## src/rtl/dram_pm_pkg.sv

```systemverilog
package dram_pm_pkg;

    typedef enum logic [2:0] {
        PS_AWAKE  = 3'd0,
        PS_PD_CLS = 3'd1,
        PS_PD_OPN = 3'd2,
        PS_SREF   = 3'd3,
        PS_SRX    = 3'd4
    } pstate_e;

    // clock enable level carried by each state
    function automatic logic cke_of(input pstate_e s);
        return !(s == PS_PD_CLS || s == PS_PD_OPN || s == PS_SREF);
    endfunction

    // low-power target once the idle run completes
    function automatic pstate_e idle_target(input logic sr_ok, input logic bank_open);
        if (sr_ok)
            return PS_SREF;
        return bank_open ? PS_PD_OPN : PS_PD_CLS;
    endfunction

endpackage

```

## src/rtl/pm_policy.sv

```systemverilog
module pm_policy (
    input  logic clk,
    input  logic rst,
    input  logic pkg_deep_idle,
    input  logic gfx_idle,
    input  logic disp_req_pending,
    output logic sr_ok
);
    assign sr_ok = pkg_deep_idle && gfx_idle && !disp_req_pending;


    sr_needs_deep_chk: assert property (@(posedge clk) disable iff (rst)
        !pkg_deep_idle |-> !sr_ok);
endmodule

```

## src/rtl/rank_pwr_fsm.sv

```systemverilog
module rank_pwr_fsm
    import dram_pm_pkg::*;
#(
    parameter int CNT_W = 8
) (
    input  logic             clk,
    input  logic             rst,
    input  logic             populated,
    input  logic             bank_open,
    input  logic             req,
    input  logic             sr_ok,
    input  logic [CNT_W-1:0] idle_lim,
    input  logic [CNT_W-1:0] exit_lim,
    output logic             cke,
    output logic             cmd_ok,
    output logic [2:0]       state_code,
    output logic             sr_enter,
    output logic             sr_exit
);
    localparam int CW1 = CNT_W + 1;

    pstate_e          st_q, st_d;
    logic [CNT_W-1:0] cnt_q, cnt_d;
    logic             ent_d, ext_d;
    logic             idle_done, exit_done;

    assign idle_done = ({1'b0, cnt_q} + CW1'(1)) >= {1'b0, idle_lim};
    assign exit_done = ({1'b0, cnt_q} + CW1'(1)) >= {1'b0, exit_lim};

    always_comb begin
        st_d  = st_q;
        cnt_d = cnt_q;
        ent_d = 1'b0;
        ext_d = 1'b0;
        if (!populated) begin
            st_d  = PS_AWAKE;
            cnt_d = '0;
        end else begin
            unique case (st_q)
                PS_AWAKE: begin
                    if (req) begin
                        cnt_d = '0;
                    end else if (idle_done) begin
                        st_d  = idle_target(sr_ok, bank_open);
                        ent_d = sr_ok;
                        cnt_d = '0;
                    end else begin
                        cnt_d = cnt_q + 1'b1;
                    end
                end
                PS_PD_CLS, PS_PD_OPN: begin
                    if (req) begin
                        st_d  = PS_AWAKE;
                        cnt_d = '0;
                    end else if (sr_ok) begin
                        st_d  = PS_SREF;
                        ent_d = 1'b1;
                    end
                end
                PS_SREF: begin
                    if (req || !sr_ok) begin
                        st_d  = PS_SRX;
                        ext_d = 1'b1;
                        cnt_d = '0;
                    end
                end
                PS_SRX: begin
                    if (exit_done) begin
                        st_d  = PS_AWAKE;
                        cnt_d = '0;
                    end else begin
                        cnt_d = cnt_q + 1'b1;
                    end
                end
                default: begin
                    st_d  = PS_AWAKE;
                    cnt_d = '0;
                end
            endcase
        end
    end

    always_ff @(posedge clk) begin
        if (rst) begin
            st_q     <= PS_AWAKE;
            cnt_q    <= '0;
            sr_enter <= 1'b0;
            sr_exit  <= 1'b0;
        end else begin
            st_q     <= st_d;
            cnt_q    <= cnt_d;
            sr_enter <= ent_d;
            sr_exit  <= ext_d;
        end
    end

    assign cke        = cke_of(st_q);
    assign cmd_ok     = (st_q == PS_AWAKE);
    assign state_code = st_q;


    req_keeps_awake_chk: assert property (@(posedge clk) disable iff (rst)
        (st_q == PS_AWAKE && req) |=> (st_q == PS_AWAKE));

    open_bank_not_pdcls_chk: assert property (@(posedge clk) disable iff (rst)
        (st_q == PS_AWAKE && bank_open) |=> (st_q != PS_PD_CLS));

    sr_only_when_ok_chk: assert property (@(posedge clk) disable iff (rst)
        (st_q != PS_SREF && !sr_ok) |=> (st_q != PS_SREF));

    sr_leaves_via_exit_chk: assert property (@(posedge clk) disable iff (rst)
        (st_q == PS_SREF) |=> (st_q == PS_SREF || st_q == PS_SRX));

    strobe_excl_chk: assert property (@(posedge clk) disable iff (rst)
        $onehot0({sr_enter, sr_exit}));

    pd_wake_chk: assert property (@(posedge clk) disable iff (rst)
        ((st_q == PS_PD_CLS || st_q == PS_PD_OPN) && req && populated) |=> cke);

    empty_stays_awake_chk: assert property (@(posedge clk) disable iff (rst)
        !populated |=> (st_q == PS_AWAKE));
endmodule

```

## src/rtl/dram_rank_pm.sv

```systemverilog
module dram_rank_pm
    import dram_pm_pkg::*;
#(
    parameter int NUM_RANKS = 2,
    parameter int CNT_W     = 8
) (
    input  logic                   clk,
    input  logic                   rst,
    input  logic [NUM_RANKS-1:0]   rank_populated,
    input  logic [NUM_RANKS-1:0]   rank_bank_open,
    input  logic [NUM_RANKS-1:0]   rank_req,
    input  logic [CNT_W-1:0]       idle_limit,
    input  logic [CNT_W-1:0]       exit_limit,
    input  logic                   pkg_deep_idle,
    input  logic                   gfx_idle,
    input  logic                   disp_req_pending,
    output logic [NUM_RANKS-1:0]   cke,
    output logic [NUM_RANKS-1:0]   cmd_allow,
    output logic [3*NUM_RANKS-1:0] rank_state,
    output logic [NUM_RANKS-1:0]   sr_enter,
    output logic [NUM_RANKS-1:0]   sr_exit,
    output logic [NUM_RANKS-1:0]   rank_hiz
);
    logic sr_ok;

    pm_policy u_policy (
        .clk              (clk),
        .rst              (rst),
        .pkg_deep_idle    (pkg_deep_idle),
        .gfx_idle         (gfx_idle),
        .disp_req_pending (disp_req_pending),
        .sr_ok            (sr_ok)
    );

    for (genvar r = 0; r < NUM_RANKS; r++) begin : g_rank
        rank_pwr_fsm #(.CNT_W(CNT_W)) u_fsm (
            .clk        (clk),
            .rst        (rst),
            .populated  (rank_populated[r]),
            .bank_open  (rank_bank_open[r]),
            .req        (rank_req[r]),
            .sr_ok      (sr_ok),
            .idle_lim   (idle_limit),
            .exit_lim   (exit_limit),
            .cke        (cke[r]),
            .cmd_ok     (cmd_allow[r]),
            .state_code (rank_state[3*r +: 3]),
            .sr_enter   (sr_enter[r]),
            .sr_exit    (sr_exit[r])
        );
    end

    assign rank_hiz = ~rank_populated;


    permit_needs_cke_chk: assert property (@(posedge clk) disable iff (rst)
        ((cmd_allow & ~cke) == '0));
endmodule

```

## config.mk

```make
export PLATFORM = sky130hd
export DESIGN_NAME = dram_rank_pm
export DESIGN_NICKNAME = d
export VERILOG_FILES = /design/src/rtl/dram_pm_pkg.sv /design/src/rtl/pm_policy.sv /design/src/rtl/rank_pwr_fsm.sv /design/src/rtl/dram_rank_pm.sv
export SDC_FILE = /design/constraint.sdc
export NUM_CORES = 1
export LEC_CHECK = 0
export ABC_AREA = 0
export BUFFER_PORTS_ARGS = -buffer_cell sky130_fd_sc_hd__buf_2
export CELL_PAD_IN_SITES_DETAIL_PLACEMENT = 1
export CELL_PAD_IN_SITES_GLOBAL_PLACEMENT = 1
export CORE_MARGIN = 4
export CORE_UTILIZATION = 43
export CTS_BUF_LIST = sky130_fd_sc_hd__clkbuf_8
export CTS_CLUSTER_DIAMETER = 120
export DETAILED_ROUTE_END_ITERATION = 7
export MAX_ROUTING_LAYER = met4
export PLACE_DENSITY_LB_ADDON = 0.1
export SLEW_MARGIN = 25
export SYNTH_ARGS = -nofsm -noshare
export SYNTH_HDL_FRONTEND = slang
export SYNTH_SLANG_ARGS = --single-unit
```

## constraint.sdc

```tcl
create_clock -name clk -period 3.54 [get_ports clk]
set_input_delay 0.708 -clock clk [delete_from_list [all_inputs] [get_ports clk]]
set_output_delay 0.708 -clock clk [all_outputs]
set_load 0.05 [all_outputs]
```

==> Yosys cells after proc, flatten, opt, wreduce, memory -nomap -nowiden <==
Cells that the tools add are included.
W data, S select, Z words.
{ "classes": {"n_addsub": 4, "n_lt_le_gt_ge": 4, "eq_ne": 20, "mux": 48, "n_bitwise": 5, "reduce_logical": 24} }
{ "ops": {"columns": ["op", "n"], "rows": [
  ["$mux W8", 10],
  ["$pmux W8 S4", 2],
  ["$mux W3", 13],
  ["$ge A9 B8 Y1", 4],
  ["$pmux W3 S4", 2],
  ["$add A8 B1 Y9 const B", 2],
  ["$mux W1", 17],
  ["$add A8 B1 Y8 const B", 2],
  ["$eq A3 B2 Y1 const B", 4],
  ["$ne A2 B2 Y1 const B", 6],
  ["$reduce_and A5 Y1", 2],
  ["$ne A2 B1 Y1 const B", 4],
  ["$reduce_or A2 Y1", 4],
  ["$eq A3 B1 Y1 const B", 2],
  ["$eq A3 B3 Y1 const B", 2],
  ["$logic_not A3 Y1", 2],
  ["$logic_or A1 B1 Y1", 6],
  ["$reduce_or A3 Y1", 2],
  ["$logic_not A1 Y1", 4],
  ["$mux W2", 2],
  ["$not A1 Y1", 4],
  ["$pmux W1 S2", 2],
  ["$reduce_and A2 Y1", 2],
  ["$ne A3 B2 Y1 const B", 1],
  ["other kinds (3)", 4]
]} }
{ "totals": {"reg_bits": 26, "output_inout_bits": 16, "wordCells": 113} }

==> Depth between registers and ports, before layout <==
Gate-level depths: netlist (run 1).
{ "depth": {"depth_word": 11, "ltp_mapped": 12, "mapped_depth_nobuf": 12} }

==> Hierarchy <==
Synthesis (run 1) repeated with hierarchy kept, for this count alone.
{ "hier_totals": {"cells_unflattened": 299, "hier_area_um2": 2338.5} }
{ "modules_own_cells": {"columns": ["mod", "n_inst", "cells_per_inst", "area_per_inst_um2", "seq_area_each_um2"], "rows": [
  ["rank_pwr_fsm at g_rank[1].u_fsm", 1, 148, 1199.9, 260.2],
  ["rank_pwr_fsm at g_rank[0].u_fsm", 1, 148, 1122.3, 260.2],
  ["pm_policy", 1, 1, 8.8, 0.0],
  ["dram_rank_pm", 1, 2, 7.5, 0.0]
]} }

==> Worst setup path before layout (run 1) <==
No wires, ideal clock.
{ "synth_timing": {"path_kind": "register -> register", "startpoint": "reg g_rank[0].u_fsm.cnt_q[0]", "endpoint": "reg g_rank[0].u_fsm.cnt_q[2]", "setup_time_ns": 0.057, "arrival_ns": 2.626, "required_ns": 3.483, "setup_slack_ns": 0.857, "path_stages_with_launch": 12, "n_path_buf": 0, "cell_sequence": "dfxtp_1 ha_1 nand3_1 or2_2 nand2_1 ha_1 a21o_1 a221o_1 a2111oi_4 a31oi_4 o22ai_1 a21o_1"} }
{ "synth_between": {"elab_chain_cells": 5, "elab_cells_between_ends": 8, "classes_between": "add/sub: 2; order compare: 2; mux: 4"} }
{ "synth_rtl": {"columns": ["item", "line", "source"], "rows": [
  ["from (decl)", "rank_pwr_fsm.sv:23", "logic [CNT_W-1:0] cnt_q, cnt_d;"],
  ["from (signal assigned)", "rank_pwr_fsm.sv:91", "cnt_q <= cnt_d;"],
  ["$add A8 B1 Y9", "rank_pwr_fsm.sv:27, rank_pwr_fsm.sv:28", null],
  ["$ge A9 B8 Y1", "rank_pwr_fsm.sv:27", "assign idle_done = ({1'b0, cnt_q} + CW1'(1)) >= {1'b0, idle_lim};"],
  ["$mux W8", "rank_pwr_fsm.sv:43", "end else if (idle_done) begin"],
  ["$mux W8", "rank_pwr_fsm.sv:41", "if (req) begin"],
  ["$pmux W8 S4 *", "rank_pwr_fsm.sv:39", "unique case (st_q)"]
]} }
Every way passes the cells marked *; elsewhere a longest branch is shown, timed or not.
A chain may end at the register's enable or synchronous reset.

==> Worst setup path after layout (run 1) <==
{ "layout_timing": {"startpoint": "reg g_rank[1].u_fsm.cnt_q[0]", "endpoint": "reg g_rank[1].u_fsm.cnt_q[2]"} }
{ "layout_between": {"elab_chain_cells": 5, "elab_cells_between_ends": 8, "classes_between": "add/sub: 2; order compare: 2; mux: 4"} }
{ "layout_rtl": {"columns": ["item", "line"], "rows": [
  ["from (decl)", "rank_pwr_fsm.sv:23"],
  ["from (signal assigned)", "rank_pwr_fsm.sv:91"],
  ["$add A8 B1 Y9", "rank_pwr_fsm.sv:27, rank_pwr_fsm.sv:28"],
  ["$ge A9 B8 Y1", "rank_pwr_fsm.sv:27"],
  ["$mux W8", "rank_pwr_fsm.sv:43"],
  ["$mux W8", "rank_pwr_fsm.sv:41"],
  ["$pmux W8 S4 *", "rank_pwr_fsm.sv:39"]
]} }
Marks and branches as above.

==> results of run 1 <==
[power by group through the flow]
stage               combinational, uW  clock (uW)  sequential (uW)
finish                           91.3         174              297
global route                      105         194              298
CTS                              93.0         178              297
detailed placement               91.9           0              304
global placement                 89.0           0              304
floorplan                        58.6           0              303
[registers in the layout, summed over array words and instances, names as in the netlist]
signal,count
g_rank.u_fsm.sr_enter,2
g_rank.u_fsm.sr_exit,2
g_rank.u_fsm.state_code,6
g_rank.u_fsm.cnt_q,16
[worst max path at each step]
stage / start / endpoint / slack (ns) / depth (start not counted)
final: g_rank[1].u_fsm.cnt_q[0] / g_rank[1].u_fsm.cnt_q[2] / 0.37 / 11
after global routing: g_rank[1].u_fsm.cnt_q[0] / g_rank[1].u_fsm.cnt_q[2] / 0.14 / 11
after CTS: g_rank[1].u_fsm.cnt_q[0] / g_rank[1].u_fsm.cnt_q[2] / 0.37 / 11
after detailed placement: g_rank[1].u_fsm.cnt_q[0] / g_rank[1].u_fsm.cnt_q[2] / 0.41 / 11
after global placement: g_rank[0].u_fsm.cnt_q[0] / g_rank[0].u_fsm.cnt_q[2] / 0.56 / 11
after floorplan: g_rank[0].u_fsm.cnt_q[0] / g_rank[0].u_fsm.cnt_q[2] / 0.86 / 11
[layer usage]
| layer | track usage | vias up | share of wire |
|---|---|---|---|
| li1 | - | 1091 | - |
| met1 | 0.238 | 1019 | 0.44 |
| met2 | 0.345 | 35 | 0.51 |
| met3 | 0.0347 | 8 | 0.032 |
| met4 | 0.0515 | 0 | 0.018 |
| met5 | - | - | 0 |
[logic make-up after synthesis]
| family | Yosys count | share of synthesized area |
|---|---|---|
| and+or+nand+nor | 110 | 0.250 |
| AOI/OAI and AO/OA | 70 | 0.228 |
| buffers and inverters | 38 | 0.0832 |
| adders and majority gates | 34 | 0.179 |
| DFF | 26 | 0.219 |
| xor gates and xnor gates | 10 | 0.0369 |
| muxes | 1 | 0.00421 |
[layout make-up]
cell class	instances	area, um2	area share
tap	70	87.6	0.0336
clock buffer	3	41.3	0.0159
inverter	23	86.3	0.0332
sequential	26	520	0.200
multi-input combinational	225	1660	0.637
timing repair buffer	42	210	0.0807
[worst register-to-register path: stages (launching register included)]
cell      delay (ns)
dfxtp_1         0.49
ha_1            0.33
nand4_1         0.15
or2_2           0.31
nand2_1         0.10
ha_1            0.24
a21o_1          0.17
a221o_1         0.35
a211oi_2        0.37
a32oi_2         0.23
nor3b_1         0.26
a21o_1          0.12
[layout by cell type, fill, tap and decap left out, drive strengths merged, types with 3 or more instances in the layout]
cell,count
nand3b,3
dfxtp,26
o21ai,17
nand2,34
nor3b,3
nand2b,5
a211oi,10
buf,42
or2,5
nor2,19
xor2,5
nand4,5
ha,34
a21oi,17
clkbuf,3
nor3,7
xnor2,5
a21o,12
nor2b,5
and3,6
inv,23
nand3,11
[stage by stage]
stage          hold WS (ns)  power (uW)  utilization
2_1_floorplan         0.447         361            -
3_3_place_gp          0.465         393        0.489
3_5_place_dp          0.480         396        0.489
4_1_cts               0.494         568        0.497
5_1_grt               0.521         597        0.497
6_report              0.490         562        0.497
==> reports/results.ini, run 1 <==
[timing]
setup_viol = 0
hold_violations = 0
fin_setup_tns_ns = 0
rsz0062_at_grt = no
period_needed_ns = 3.17
worstMarginPinSlew_ns = 0.592
slew_headroom = 0.605
fin_ws_ns = 0.371
fmax_mhz = 316
drv_slew = 0
period_share = 0.895
skew_ns = 0.00181

[grt]
grt_max_degree = 14
grt_pass1_wl_mm = 10.2
grt_pass1_vias = 2193
overflow = 0
antenna_found_initial = 0
grt_usage = 0.199

[finish]
nets = 382
fin_cells = 389
num_antenna_cells = 0
syn2layout_area_growth_pct = 9.58
fill_cells = 669
drive_above_1_share = 0.210
fin_area_um2 = 2600

[outcome]
outcome = finished, final reports clean

[power_and_ir_drop]
p_seq_frac = 0.528
switching_share = 0.276
p_comb_frac = 0.162
peakVddDrop_v = 0.000170
switchingPower_uw = 155
powerDensity_nw_per_um2 = 216
power_frac_clock = 0.310
p_int_uw = 407
p_leak_uw = 0.00133

[worst_setup_path]
crit_slowest_cell = dfxtp_1
r2r_start = g_rank[1].u_fsm.cnt_q[0]
worstPathRequired_ns = 3.76
critical_path_arrival_ns = 3.39
reg2reg_to = g_rank[1].u_fsm.cnt_q[2]
crit_buf_inv = 0
crit_path_end_kind = register
critPathKind = reg -> reg
slowest_delay_ns = 0.49
cp_top_family = compound AO/OA/AOI/OAI gates
r2r_cells = 11
worstPathCellList = ha_1 > nand4_1 > or2_2 > nand2_1 > ha_1 > a21o_1 > a221o_1 > a211oi_2 > a32oi_2 > nor3b_1 > a21o_1
crit_path_start_kind = register
worst-path-max-fanout = 8
rrSetupSlack_ns = 0.37

[logic_synthesis]
ys.flop_type = dfxtp_1
synth_warnings = 0
synthArstFlopShare = 0
syn_area_um2 = 2380
yosysSeqAreaShare = 0.219
synthTopCellsByArea = dfxtp_1 22%, ha_1 18%, nand2_1 5.2%
yosysMostFrequentCell = ha_1
synth_common_cells = 34 x ha_1, 33 x nand2_1, 26 x dfxtp_1
synth-edff-count = 0
syn_inst = 289
synth_cell_type_count = 50
syn_avg_cell_area_um2 = 8.22
synthDominantCellAreaShare = 0.219
synth_seq_cells = 26
synth_top_area_cell = dfxtp_1
synth_fp_nets = 350

[floorplan]
top_level_ports = 43
rows = 26
die_area_um2 = 6780
core_um2 = 5240
die_x_um = 82.3
start_util = 0.454
die_height_um = 82.3

[cts]
cts_tree = yes
post_cts_resize_count = 0
cts_sinks = 26
cts_made_buffers = 3
cts_max_path_buffers = 2
cts_max_level = 1
cts_root_buf = clkbuf_8
clk_pin_slew_ns = 0.09
cts_hold_buffers = 0
post_cts_buffers = 0
clk_latency_ns = 0.27

[place]
gp_routability_congestion = 0.791
preCtsSetupSlack_ns = 0.411
dp.cells = 386
portBuffers = 42
dp_hpwl_mm = 5.05
place_area_um2 = 2560

[min_path]
hold_depth = 2
hold_path_class = reg -> reg
hp-start = g_rank[0].u_fsm.cnt_q[7]
holdPathEnd = g_rank[0].u_fsm.cnt_q[7]

[routing]
drc = 0
vias = 2153
drt_pass1_iterations = 5
drtIter0Drc = 84
wl_mm = 6.05
post_drt_wl_per_cell_um = 15.5
ant_nets = 0
via_per_inst = 5.53

[run]
cap_viol_max_count = 0

No activity file was read; power rests on OpenSTA's default activity.
==> inputs of run 2 (changes only) <==
Settings changed: CORE_ASPECT_RATIO set to 1.1, PLACE_DENSITY set to 0.89, PLACE_DENSITY_LB_ADDON 0.1 to not set.
==> run 2 against run 1 <==
Compared with the run above:
- sequential cell count is the same
- critical path depth unchanged
- clock skew grew 0.0020 ns
- count of clock-buffer cells in the layout did not move
- power is 0.61% lower
- combinational power up 1%
- sequential power barely moved
- sequential share of layout area hardly changed
- routed wire length grew 0.88%
- die area hardly changed
- critical endpoint unchanged
==> reports/results.ini, run 2 (synthesis gave the netlist of run 1 again) <==
[routing]
drc = 0
vias = 2170
via_per_inst = 5.51
wl_mm = 6.10
drt_pass1_iterations = 4
post_drt_wl_per_cell_um = 15.5
drtIter0Drc = 100
ant_nets = 0

[timing]
fmax_mhz = 318
period_share = 0.888
drv_slew = 0
fin_setup_tns_ns = 0
rsz0062_at_grt = no
worstMarginPinSlew_ns = 0.555
hold_ws_ns = 0.493
setup_viol = 0
period_needed_ns = 3.14
slew_headroom = 0.626
hold_violations = 0
skew_ns = 0.00385

[power_and_ir_drop]
switching_share = 0.272
power_frac_clock = 0.303
p_int_uw = 407
peakVddDrop_v = 0.000209
switchingPower_uw = 152
p_seq_frac = 0.531
p_leak_uw = 0.00133
p_comb_frac = 0.165
finalPower_uw = 559
powerDensity_nw_per_um2 = 214

[grt]
grt_pass1_wl_mm = 10.4
overflow = 0
grt_max_degree = 14
antenna_found_initial = 0
grt_pass1_vias = 2270
grt_usage = 0.197

[cts]
post_cts_buffers = 0
cts_max_path_buffers = 2
clk_pin_slew_ns = 0.09
cts_sinks = 26
cts_hold_buffers = 0
cts_tree = yes
clk_latency_ns = 0.27
cts_root_buf = clkbuf_8
post_cts_resize_count = 0
cts_made_buffers = 3
cts_max_level = 1

[worst_setup_path]
critPathKind = reg -> reg
crit_slowest_cell = dfxtp_1
slowest_delay_ns = 0.49
crit_path_start_kind = register
crit_path_end_kind = register
worstPathRequired_ns = 3.77
cp_top_family = compound AO/OA/AOI/OAI gates
worst-path-max-fanout = 8
critical_path_arrival_ns = 3.37
worstPathCellList = ha_1 > nand4_1 > or2_2 > nand2_1 > ha_1 > a21o_1 > a221o_1 > a211oi_2 > a32oi_2 > nor3b_1 > a21o_1
crit_buf_inv = 0

[run]
cap_viol_max_count = 0

[floorplan]
start_util = 0.443
top_level_ports = 43
core_um2 = 5360
die_x_um = 78.9
rows = 28
die_height_um = 86.0
die_area_um2 = 6780

[min_path]
hold_path_class = reg -> reg

[outcome]
outcome = finished, final reports clean

[finish]
nets = 382
fill_cells = 696
regMostFlops = g_rank.u_fsm.cnt_q
syn2layout_area_growth_pct = 9.85
layout_commonest_cell = buf_2
final_cell_mix = 42 x buf_2, 34 x ha_1, 33 x nand2_1
largest_reg_flops = 16
num_antenna_cells = 0
drive_above_1_share = 0.210

[place]
dp_hpwl_mm = 4.98
portBuffers = 42
gp_routability_congestion = 0.859

[run 2: cell counts in the layout (fill, tap and decap cells not counted)]
Identical to the previous run, type by type.
[run 2: metrics by stage]
| step | setup WS (ns) | instance area, um2 | util | instances |
|---|---|---|---|---|
| 2_1_floorplan | 0.857 | 2380 | - | 289 |
| 3_3_place_gp | 0.560 | 2570 | 0.479 | 391 |
| 5_1_grt | 0.135 | 2610 | 0.487 | 394 |
| 4_1_cts | 0.405 | 2610 | 0.487 | 394 |
| 6_report | 0.397 | 2610 | 0.487 | 394 |
| 3_5_place_dp | 0.472 | 2570 | 0.479 | 391 |
[run 2: tightest hold or removal path, stage by stage, from the launching register on]
cell     delay, ns
dfxtp_1       0.35
nand2_1       0.06
o21ai_1       0.05
[run 2: layer usage]
| layer | vias to the layer above | global-route usage | part of all wire |
|---|---|---|---|
| li1 | 1092 | - | - |
| met1 | 1029 | 0.222 | 0.41 |
| met2 | 31 | 0.351 | 0.53 |
| met3 | 18 | 0.0273 | 0.024 |
| met4 | 0 | 0.0734 | 0.031 |
| met5 | - | - | 0 |
[run 2: path summary, 6_finish.rpt]
check | from | to | slack [ns] | depth (start not counted)
setup / recovery | g_rank[1].u_fsm.cnt_q[0] | g_rank[1].u_fsm.cnt_q[2] | 0.40 | 11
hold / removal | g_rank[1].u_fsm.cnt_q[7] | g_rank[1].u_fsm.cnt_q[7] | 0.49 | 2
setup reg to reg | g_rank[1].u_fsm.cnt_q[0] | g_rank[1].u_fsm.cnt_q[2] | 0.40 | 11
hold reg to reg | g_rank[1].u_fsm.cnt_q[7] | g_rank[1].u_fsm.cnt_q[7] | 0.49 | 2
[run 2: power groups by stage]
stage	Sequential (uW)	Clock, uW	Combinational [uW]
4_1_cts	297	179	93.1
6_report	297	170	92.5
3_3_place_gp	303	0	87.6
2_1_floorplan	303	0	58.6
5_1_grt	297	188	106
3_5_place_dp	304	0	91.9
[run 2: cell type report]
| class | count | area, um2 | share of cell area |
|---|---|---|---|
| tap | 75 | 93.8 | 0.0360 |
| clock buffer | 3 | 41.3 | 0.0158 |
| inverter | 23 | 86.3 | 0.0331 |
| timing repair buffer | 42 | 210 | 0.0805 |
| sequential | 26 | 520 | 0.199 |
| multi-input combinational | 225 | 1660 | 0.635 |
